$ cat config.mk
export PLATFORM = sky130hd
export DESIGN_NAME = irq_coalesce_ctrl
export DESIGN_NICKNAME = d
export VERILOG_FILES = /design/src/rtl/irq_coalesce_pkg.sv /design/src/rtl/irq_mitig_unit.sv /design/src/rtl/irq_status_bank.sv /design/src/rtl/irq_reg_if.sv /design/src/rtl/irq_coalesce_ctrl.sv
export SDC_FILE = /design/constraint.sdc
export NUM_CORES = 1
export LEC_CHECK = 0
export BUFFER_PORTS_ARGS = -buffer_cell sky130_fd_sc_hd__buf_2
export CORE_MARGIN = 1.5
export CORE_UTILIZATION = 35
export DETAILED_ROUTE_END_ITERATION = 12
export HOLD_SLACK_MARGIN = 0.06
export PLACE_DENSITY = 0.54
export SLEW_MARGIN = 30
export SYNTH_ARGS = -nofsm -noshare
export SYNTH_HDL_FRONTEND = slang
export SYNTH_SLANG_ARGS = --single-unit
$ cat constraint.sdc
create_clock -name clk -period 3.42 [get_ports clk]
set_input_delay 0.171 -clock clk [delete_from_list [all_inputs] [get_ports clk]]
set_output_delay 0.171 -clock clk [all_outputs]
set_load 0.01 [all_outputs]
$ cat src/rtl/irq_coalesce_pkg.sv
package irq_coalesce_pkg;

    localparam int NUM_SRC  = 10;
    localparam int MIT_W    = 4;
    localparam int NUM_DIR  = 2;
    localparam int TX_BIT   = 0;
    localparam int RX_BIT   = 2;
    localparam int NSUM_POS = NUM_SRC;
    localparam int ASUM_POS = NUM_SRC + 1;

    localparam logic [NUM_SRC-1:0] NORMAL_MASK = 10'b00000_11111;

    typedef enum logic [1:0] {
        A_STAT = 2'd0,
        A_ENAB = 2'd1,
        A_MITG = 2'd2,
        A_NONE = 2'd3
    } reg_addr_e;

    typedef struct packed {
        logic [MIT_W-1:0] timer;
        logic [MIT_W-1:0] frames;
    } mit_cfg_t;

    function automatic int done_bit(input int dir);
        return (dir == 0) ? TX_BIT : RX_BIT;
    endfunction

    function automatic logic [NUM_SRC-1:0] group_mask(input int grp);
        return (grp == 0) ? NORMAL_MASK : ~NORMAL_MASK;
    endfunction

endpackage

$ cat src/rtl/irq_mitig_unit.sv
module irq_mitig_unit
    import irq_coalesce_pkg::*;
#(
    parameter int TICK_DIV = 4
) (
    input  logic     clk,
    input  logic     rst,
    input  logic     done,
    input  mit_cfg_t cfg,
    output logic     fire
);
    localparam int PRE_W = (TICK_DIV > 1) ? $clog2(TICK_DIV) : 1;
    localparam logic [PRE_W-1:0] PRE_LAST = PRE_W'(TICK_DIV - 1);
    localparam logic [MIT_W-1:0] CNT_MAX  = '1;

    logic             pending;
    logic [MIT_W-1:0] cnt;
    logic [MIT_W-1:0] units;
    logic [PRE_W-1:0] pre;

    logic bypass, cnt_hit, tick_end, tmr_hit;

    always_comb begin
        bypass   = (cfg.frames == '0) && (cfg.timer == '0);
        cnt_hit  = done && (cfg.frames != '0) &&
                   (({1'b0, cnt} + 1'b1) >= {1'b0, cfg.frames});
        tick_end = (pre == PRE_LAST);
        tmr_hit  = pending && (cfg.timer != '0) && tick_end &&
                   (units == MIT_W'(cfg.timer - 1'b1));
        fire     = bypass ? done : (cnt_hit || tmr_hit);
    end

    always_ff @(posedge clk) begin
        if (rst || fire || bypass) begin
            pending <= 1'b0;
            cnt     <= '0;
            units   <= '0;
            pre     <= '0;
        end else if (pending) begin
            pre   <= tick_end ? '0 : pre + 1'b1;
            units <= tick_end ? units + 1'b1 : units;
            if (done && cnt != CNT_MAX)
                cnt <= cnt + 1'b1;
        end else if (done) begin
            pending <= 1'b1;
            cnt     <= MIT_W'(1);
            units   <= '0;
            pre     <= '0;
        end
    end

endmodule

$ cat src/rtl/irq_status_bank.sv
module irq_status_bank
    import irq_coalesce_pkg::*;
(
    input  logic               clk,
    input  logic               rst,
    input  logic [NUM_SRC-1:0] set_vec,
    input  logic [NUM_SRC-1:0] clr_vec,
    input  logic               en_wr,
    input  logic [NUM_SRC-1:0] en_wdata,
    output logic [NUM_SRC-1:0] stat,
    output logic [NUM_SRC-1:0] en,
    output logic [1:0]         summary
);
    always_ff @(posedge clk) begin
        if (rst) begin
            stat <= '0;
            en   <= '0;
        end else begin
            stat <= (stat & ~clr_vec) | set_vec;
            if (en_wr)
                en <= en_wdata;
        end
    end

    for (genvar g = 0; g < 2; g++) begin : g_grp
        assign summary[g] = |(stat & en & group_mask(g));
    end

endmodule

$ cat src/rtl/irq_reg_if.sv
module irq_reg_if
    import irq_coalesce_pkg::*;
#(
    parameter int DATA_W = 32
) (
    input  logic               clk,
    input  logic               rst,
    input  logic               reg_wr,
    input  logic [1:0]         reg_addr,
    input  logic [DATA_W-1:0]  reg_wdata,
    output logic [DATA_W-1:0]  reg_rdata,
    input  logic [NUM_SRC-1:0] stat,
    input  logic [NUM_SRC-1:0] en,
    input  logic [1:0]         summary,
    output logic [NUM_SRC-1:0] clr_vec,
    output logic               en_wr,
    output logic [NUM_SRC-1:0] en_wdata,
    output mit_cfg_t           mit_cfg [NUM_DIR]
);
    localparam int CFG_W = NUM_DIR * 2 * MIT_W;

    reg_addr_e        addr;
    logic [CFG_W-1:0] cfg_q;

    assign addr = reg_addr_e'(reg_addr);

    always_ff @(posedge clk) begin
        if (rst)
            cfg_q <= '0;
        else if (reg_wr && addr == A_MITG)
            cfg_q <= reg_wdata[CFG_W-1:0];
    end

    for (genvar d = 0; d < NUM_DIR; d++) begin : g_cfg
        assign mit_cfg[d] = cfg_q[d*2*MIT_W +: 2*MIT_W];
    end

    always_comb begin
        clr_vec  = (reg_wr && addr == A_STAT) ? reg_wdata[NUM_SRC-1:0] : '0;
        en_wr    = reg_wr && (addr == A_ENAB);
        en_wdata = reg_wdata[NUM_SRC-1:0];
        case (addr)
            A_STAT:  reg_rdata = DATA_W'({summary[1], summary[0], stat});
            A_ENAB:  reg_rdata = DATA_W'(en);
            A_MITG:  reg_rdata = DATA_W'(cfg_q);
            default: reg_rdata = '0;
        endcase
    end

endmodule

$ cat src/rtl/irq_coalesce_ctrl.sv
module irq_coalesce_ctrl
    import irq_coalesce_pkg::*;
#(
    parameter int DATA_W   = 32,
    parameter int TICK_DIV = 4
) (
    input  logic               clk,
    input  logic               rst,
    input  logic               reg_wr,
    input  logic [1:0]         reg_addr,
    input  logic [DATA_W-1:0]  reg_wdata,
    output logic [DATA_W-1:0]  reg_rdata,
    input  logic [NUM_SRC-1:0] src_ev,
    output logic               irq
);
    logic [NUM_SRC-1:0] stat_q, en_q, set_vec, clr_vec, en_wdata;
    logic [1:0]         summary;
    logic               en_wr;
    logic [NUM_DIR-1:0] dir_fire;
    mit_cfg_t           mit_cfg [NUM_DIR];

    irq_reg_if #(.DATA_W(DATA_W)) u_regs (
        .clk       (clk),
        .rst       (rst),
        .reg_wr    (reg_wr),
        .reg_addr  (reg_addr),
        .reg_wdata (reg_wdata),
        .reg_rdata (reg_rdata),
        .stat      (stat_q),
        .en        (en_q),
        .summary   (summary),
        .clr_vec   (clr_vec),
        .en_wr     (en_wr),
        .en_wdata  (en_wdata),
        .mit_cfg   (mit_cfg)
    );

    for (genvar d = 0; d < NUM_DIR; d++) begin : g_mit
        irq_mitig_unit #(.TICK_DIV(TICK_DIV)) u_mit (
            .clk  (clk),
            .rst  (rst),
            .done (src_ev[done_bit(d)]),
            .cfg  (mit_cfg[d]),
            .fire (dir_fire[d])
        );
    end

    for (genvar i = 0; i < NUM_SRC; i++) begin : g_set
        if (i == TX_BIT) begin : g_tx
            assign set_vec[i] = dir_fire[0];
        end else if (i == RX_BIT) begin : g_rx
            assign set_vec[i] = dir_fire[1];
        end else begin : g_raw
            assign set_vec[i] = src_ev[i];
        end
    end

    irq_status_bank u_stat (
        .clk      (clk),
        .rst      (rst),
        .set_vec  (set_vec),
        .clr_vec  (clr_vec),
        .en_wr    (en_wr),
        .en_wdata (en_wdata),
        .stat     (stat_q),
        .en       (en_q),
        .summary  (summary)
    );

    assign irq = summary[0] | summary[1];

endmodule

==> results of run 1 <==
cell usage after synthesis (2+ instances only):
library cell	n	share of area, %
a222oi_1	2	0.62
o21ba_2	2	0.62
nor2_1	31	3.6
a31o_2	2	0.54
buf_2	5	0.77
dfxtp_1	58	36
nand2_1	69	8.0
nor3b_1	12	2.8
ha_1	17	6.6
clkbuf_1	12	1.4
nand2b_1	6	1.2
nor3_1	13	2.0
a22oi_1	2	0.46
nand3_1	5	0.77
a32oi_1	4	1.1
nor2b_1	3	0.58
a211oi_1	5	1.2
nand4_1	3	0.58
a21boi_0	4	0.93
a21oi_1	40	6.2
and2_1	5	0.97
and3_1	3	0.58
a221oi_1	2	0.54
inv_1	12	1.4
xor2_1	4	1.1
nor4_1	3	0.58
xnor2_1	12	3.2
buf_4	16	3.7
o21ai_0	23	3.6
mux2i_1	20	6.2
worst max path at each step:
| stage | cells after the start | slack (ns) | startpoint | endpoint |
|---|---|---|---|---|
| finish | 7 | 1.26 | u_regs.cfg_q[4] | u_stat.stat[0] |
| global route | 7 | 1.09 | u_regs.cfg_q[4] | u_stat.stat[0] |
| CTS | 7 | 1.23 | u_regs.cfg_q[4] | u_stat.stat[0] |
| detailed placement | 7 | 1.26 | u_regs.cfg_q[4] | u_stat.stat[0] |
| global placement | 7 | 1.32 | u_regs.cfg_q[4] | u_stat.stat[0] |
| floorplan | 8 | 1.54 | u_regs.cfg_q[4] | g_mit[0].u_mit.cnt[1] |
layer usage:
metal / share of wire (%) / track usage, % / up-vias
li1: - / - / 1466
met1: 50 / 21.5 / 1344
met2: 45 / 25.9 / 63
met3: 4.1 / 3.58 / 9
met4: 1.2 / 5.31 / 0
met5: 0 / 0 / -
sequential cells by signal (all words and copies together), names as in the netlist:
register,flops
u_regs.cfg_q,16
g_mit.u_mit.cnt,8
g_mit.u_mit.pending,2
g_mit.u_mit.units,8
u_stat.stat,10
u_stat.en,10
g_mit.u_mit.pre,4
cell families after synthesis:
group / Yosys count / synth area share (%)
xor+xnor: 16 / 4.32
mux: 20 / 6.18
compound gates: 88 / 16.2
flops: 58 / 35.8
simple gates: 158 / 22.9
other cells: 1 / 0.116
fa+ha+maj: 17 / 6.56
buf+inv: 48 / 7.84
critical path: stages (launching register included):
cell and delay, ns:
dfxtp_1 0.43, inv_1 0.07, ha_1 0.22, nor3b_1 0.17
or4_1 0.50, nor3_1 0.22, a31o_2 0.31, o21ba_2 0.19
per-stage QoR:
stage / power (mW) / util (%)
2_1_floorplan: 0.879 / -
3_3_place_gp: 0.924 / 39.2
3_5_place_dp: 0.927 / 39.2
4_1_cts: 1.64 / 42.7
5_1_grt: 1.70 / 42.7
6_report: 1.62 / 42.7
power groups by stage:
stage	registers [mW]	clock network (mW)	logic, mW
floorplan	0.728	0	0.151
global placement	0.736	0	0.188
detailed placement	0.737	0	0.190
CTS	0.721	0.722	0.199
global route	0.726	0.752	0.222
finish	0.722	0.706	0.196
cell type report:
cell class              instances  share of cell area, %
multi-input cells             315                   49.8
flip-flops and latches         58                   30.7
repair buffers                 57                   8.81
clock buffers                  10                   3.64
well taps                     108                   3.58
clock inverters                 5                   2.09
inverters                      13                   1.29
==> impl_metrics.ini, run 1 <==
[run_status]
status = finished, final reports clean

[cells_and_area]
most-common-layout-cells = nand2_1, dfxtp_1, buf_2
final-seq-area_um2 = 1160
final.fill_count = 920
finish.cell_count_without_fillers = 566
final_design_area_no_fill_um2 = 3780
area_of_the_multi_input_gates_um2 = 1880
nNetsFinal = 518
antennaDiodeCount = 0
synthToLayoutAreaGrowth_pct = 16.5
post_route_cells_drive_above_1_share_pct = 14.8
final_common_cell = nand2_1

[power]
pwr-share-comb_pct = 12.1
power_frac_seq_pct = 44.4
p_switching_uw = 420
pwr_density_cell_nw_per_um2 = 430
power_leakage_nw = 1.60
p_clk_share_pct = 43.5
power.share.switching_pct = 25.8
cell_internal_pwr_mw = 1.20
worst_supply_voltage_drop_on_vdd_mv = 0.198

[route]
num_vias = 2882
detailedRoute.firstIterationViolations = 124
route.antenna.remaining_nets = 0
drt-total-wl_um = 7540
detail_route.drc_violations = 0
wl_per_cell_um = 13.3
vias_per_cell = 5.09
firstDrtPassIters = 4

[timing]
timing.final.hold_violations = 0
fin_ws_ns = 1.26
final.min_clock_period_ns = 2.16
rsz0062_at_grt = false
max_slew_violations = 0
achievable-frequency_mhz = 463
final.setup_skew_ns = 0.0139
hold_slack_ns = 0.0730
layout_worst_path_cycle_share_pct = 63.2
tightest_slew_ns = 0.763
fin_setup_tns_ns = 0
timing.slew.headroom_pct = 49.2
setup_viol_count_final = 0

[worst_setup_path]
cp-end-kind = flip-flop
cp_launch_type = flip-flop
slack_of_the_worst_reg_to_reg_path_ns = 1.26
critical_path_class = reg -> reg
r2r_end = u_stat.stat[0]
path_max_fanout = 12
reg2regPathDepth = 7
cp.required_ns = 3.70
crit_arrival_ns = 2.44
worst_r2r_startpoint = u_regs.cfg_q[4]

[floorplan]
placement_rows = 34
die_x_um = 99.2
core_area_um2 = 8850
initial_core_util_pct = 36.6
fp.dieH_um = 99.2
io_pins = 80
fp.dieArea_um2 = 9850

[grt]
total_grt_usage_pct = 16.1
vias_in_the_first_global_route = 2722
wire_length_of_the_first_global_routing_pass_um = 12800
grt_antenna_before_repair = 0
grt_overflow = 0
pin_count_of_the_biggest_net_entering_global_routing = 39

[min_path]
hold_end = u_regs.cfg_q[10]
hold_path.startpoint = reg_wdata[10]
hold_path_class = in -> reg
worst_hold_path_cell_count = 3

[clock_tree]
cts_setup_buffers = 0
clk_pin_slew_ns = 0.07
max-clock-path-buffers = 2
clock_tree_from_tritoncts = yes
cts_repair_resize_count = 0
numClockSinks = 58
ctsHoldBuffers = 9
cts_root_buffer = clkbuf_8
cts-buffers-inserted = 9
clock_insertion_delay_worst_skew_ns = 0.34
htree_levels = 3

[place]
placed_area_um2 = 3470
port-buffer-count = 47
detailedPlace.worstSlack_ns = 1.26
dp_hpwl_um = 5340
place.gp.congestion = 0.791
placed_instances = 542

[logic_synthesis]
netlist-cell-type-count = 41
syn-cell-area_um2 = 3240
synth_seq_cells = 58
post_synth.cell_area_avg_um2 = 7.98
synthesis.instances = 406
synth.yosys.seq_area_share_pct = 35.8
synth-warning-count = 0
synthArstFlopShare_pct = 0
number_of_enable_type_register_cells_in_the_synthesized_netlist = 0
synth_ff_type = dfxtp_1

[job]
max_cap_viol_count = 0
(Power assumes the default switching activity.)
==> inputs of run 2 (changes only) <==
PLACE_DENSITY = 0.56   (was 0.54)
clock period = 1.9 ns   (was 3.42 ns; I/O delays follow)
==> impl_metrics.ini, run 2 (synthesis results as in run 1) <==
[grt]
total_grt_usage_pct = 17.3
grt_antenna_before_repair = 0
grtUsageMet3_pct = 2.74
grtUsageMet1_pct = 22.4
grt_overflow = 0
wire_length_of_the_first_global_routing_pass_um = 13800
met2_track_demand_over_resource_pct = 29.0
vias_in_the_first_global_route = 3016
globalRoute.busiestLayer = met2
pin_count_of_the_biggest_net_entering_global_routing = 25

[worst_setup_path]
crit_arrival_ns = 1.74
path_max_fanout = 3
cp.required_ns = 1.80
cp-end-kind = primary output
cp_launch_type = flip-flop
critical_path_class = reg -> out

[place]
placed_area_um2 = 3690
dp_hpwl_um = 5730
placed_instances = 572
port-buffer-count = 47
place.gp.congestion = 0.787

[timing]
layout_worst_path_cycle_share_pct = 96.8
timing.final.hold_violations = 0
final.min_clock_period_ns = 1.84
tightest_slew_ns = 0.737
rsz0062_at_grt = true
timing.slew.headroom_pct = 50.9
achievable-frequency_mhz = 544
final.setup_skew_ns = 0.0116
setup_viol_count_final = 0
max_slew_violations = 0

[clock_tree]
htree_levels = 3
cts-buffers-inserted = 9
clock_tree_from_tritoncts = yes
clock_insertion_delay_worst_skew_ns = 0.34
max-clock-path-buffers = 2
numClockSinks = 58
cts_root_buffer = clkbuf_8
clk_pin_slew_ns = 0.07

[cells_and_area]
antennaDiodeCount = 0
largest_register_ffs = 16
nNetsFinal = 570
post_route_cells_drive_above_1_share_pct = 27.6
area_of_the_multi_input_gates_um2 = 2110
synthToLayoutAreaGrowth_pct = 35.4
top_regs = u_regs.cfg_q: 16 flops, u_stat.en: 10 flops, u_stat.stat: 10 flops
regMostFlops = u_regs.cfg_q
final_common_cell = nand2_1
final-seq-area_um2 = 1170
final.fill_count = 837
finish.cell_count_without_fillers = 619
final_design_area_no_fill_um2 = 4390
most-common-layout-cells = nand2_1, dfxtp_1, buf_2

[floorplan]
die_x_um = 99.2
core_area_um2 = 8850
initial_core_util_pct = 36.6
io_pins = 80
placement_rows = 34
fp.dieH_um = 99.2
fp.dieArea_um2 = 9850

[power]
power_leakage_nw = 1.87
worst_supply_voltage_drop_on_vdd_mv = 0.407
pwr_density_cell_nw_per_um2 = 635

[route]
route.antenna.remaining_nets = 0
detail_route.drc_violations = 0
firstDrtPassIters = 6
vias_per_cell = 5.05
detailedRoute.firstIterationViolations = 168
drt-total-wl_um = 8440
num_vias = 3125
wl_per_cell_um = 13.6

[run_status]
status = finished, final reports clean

[job]
max_cap_viol_count = 0

[min_path]
hold_path_class = in -> reg
-- run 2: changes by cell type in the layout (fill, tap and decap cells not counted), sizes merged --
cell         before  now
inv              12   13
clkinv            4    2
clkbuf           10   12
buf              48   82
dlygate4sd3       9   25
a31o              2    4
clkinvlp          0    2
bufinv            2    0
-- run 2: stage by stage --
stage	hold slack [ns]	utilization (%)	setup WS [ns]	power, mW	setup TNS (ns)
2_1_floorplan	0.212	-	0.0208	1.58	0
3_3_place_gp	0.298	41.8	-0.0414	1.70	-0.100
3_5_place_dp	0.309	41.8	-0.142	1.71	-0.824
4_1_cts	0.112	47.1	0.00523	2.75	0
5_1_grt	0.142	49.6	-0.0821	2.91	-0.184
6_report	0.128	49.6	0.0610	2.79	0
-- run 2: layout make-up --
class / count / area share (%)
tap: 108 / 3.08
timing repair buffer: 107 / 17.2
clock inverter: 4 / 0.656
inverter: 13 / 1.11
multi-input combinational: 317 / 48.1
clock buffer: 12 / 3.08
sequential: 58 / 26.8
-- run 2: per-layer routing --
metal / vias up / wire length, um
met5: - / 0
met4: 0 / 100
met3: 9 / 360
met2: 91 / 4010
met1: 1442 / 3980
li1: 1583 / -
-- run 2: critical path: stages (launching register included) --
cell and delay (ns):
dfxtp_2 0.33, a222oi_1 0.35, inv_1 0.11, a221oi_2 0.22, nor2b_2 0.20, a211oi_2 0.04
buf_2 0.15
-- run 2: what timing repair did --
action / CTS / global route
endpoints found under the setup margin: 16 / 24
endpoints found under the hold margin: 34 / 0
gates cloned: 2 / 0
hold buffers: 25 / 0
resized for setup: 12 / 41
buffers inserted: 0 / 4
pin swaps: 3 / 14
-- run 2: path summary, 6_finish.rpt --
check	from	endpoint	slack [ns]	cells after the start
hold / removal	rst	u_stat.en[4]	0.13	2
setup reg to reg	g_mit[0].u_mit.cnt[0]	u_stat.stat[0]	0.07	8
setup / recovery	u_stat.en[3]	reg_rdata[10]	0.06	6
hold reg to reg	u_regs.cfg_q[11]	u_regs.cfg_q[11]	0.48	2
-- run 2: report_power, final --
group          internal, mW  switching (mW)  total (mW)
clock                 0.474           0.516       0.990
combinational         0.240           0.266       0.507
sequential             1.26          0.0344        1.29
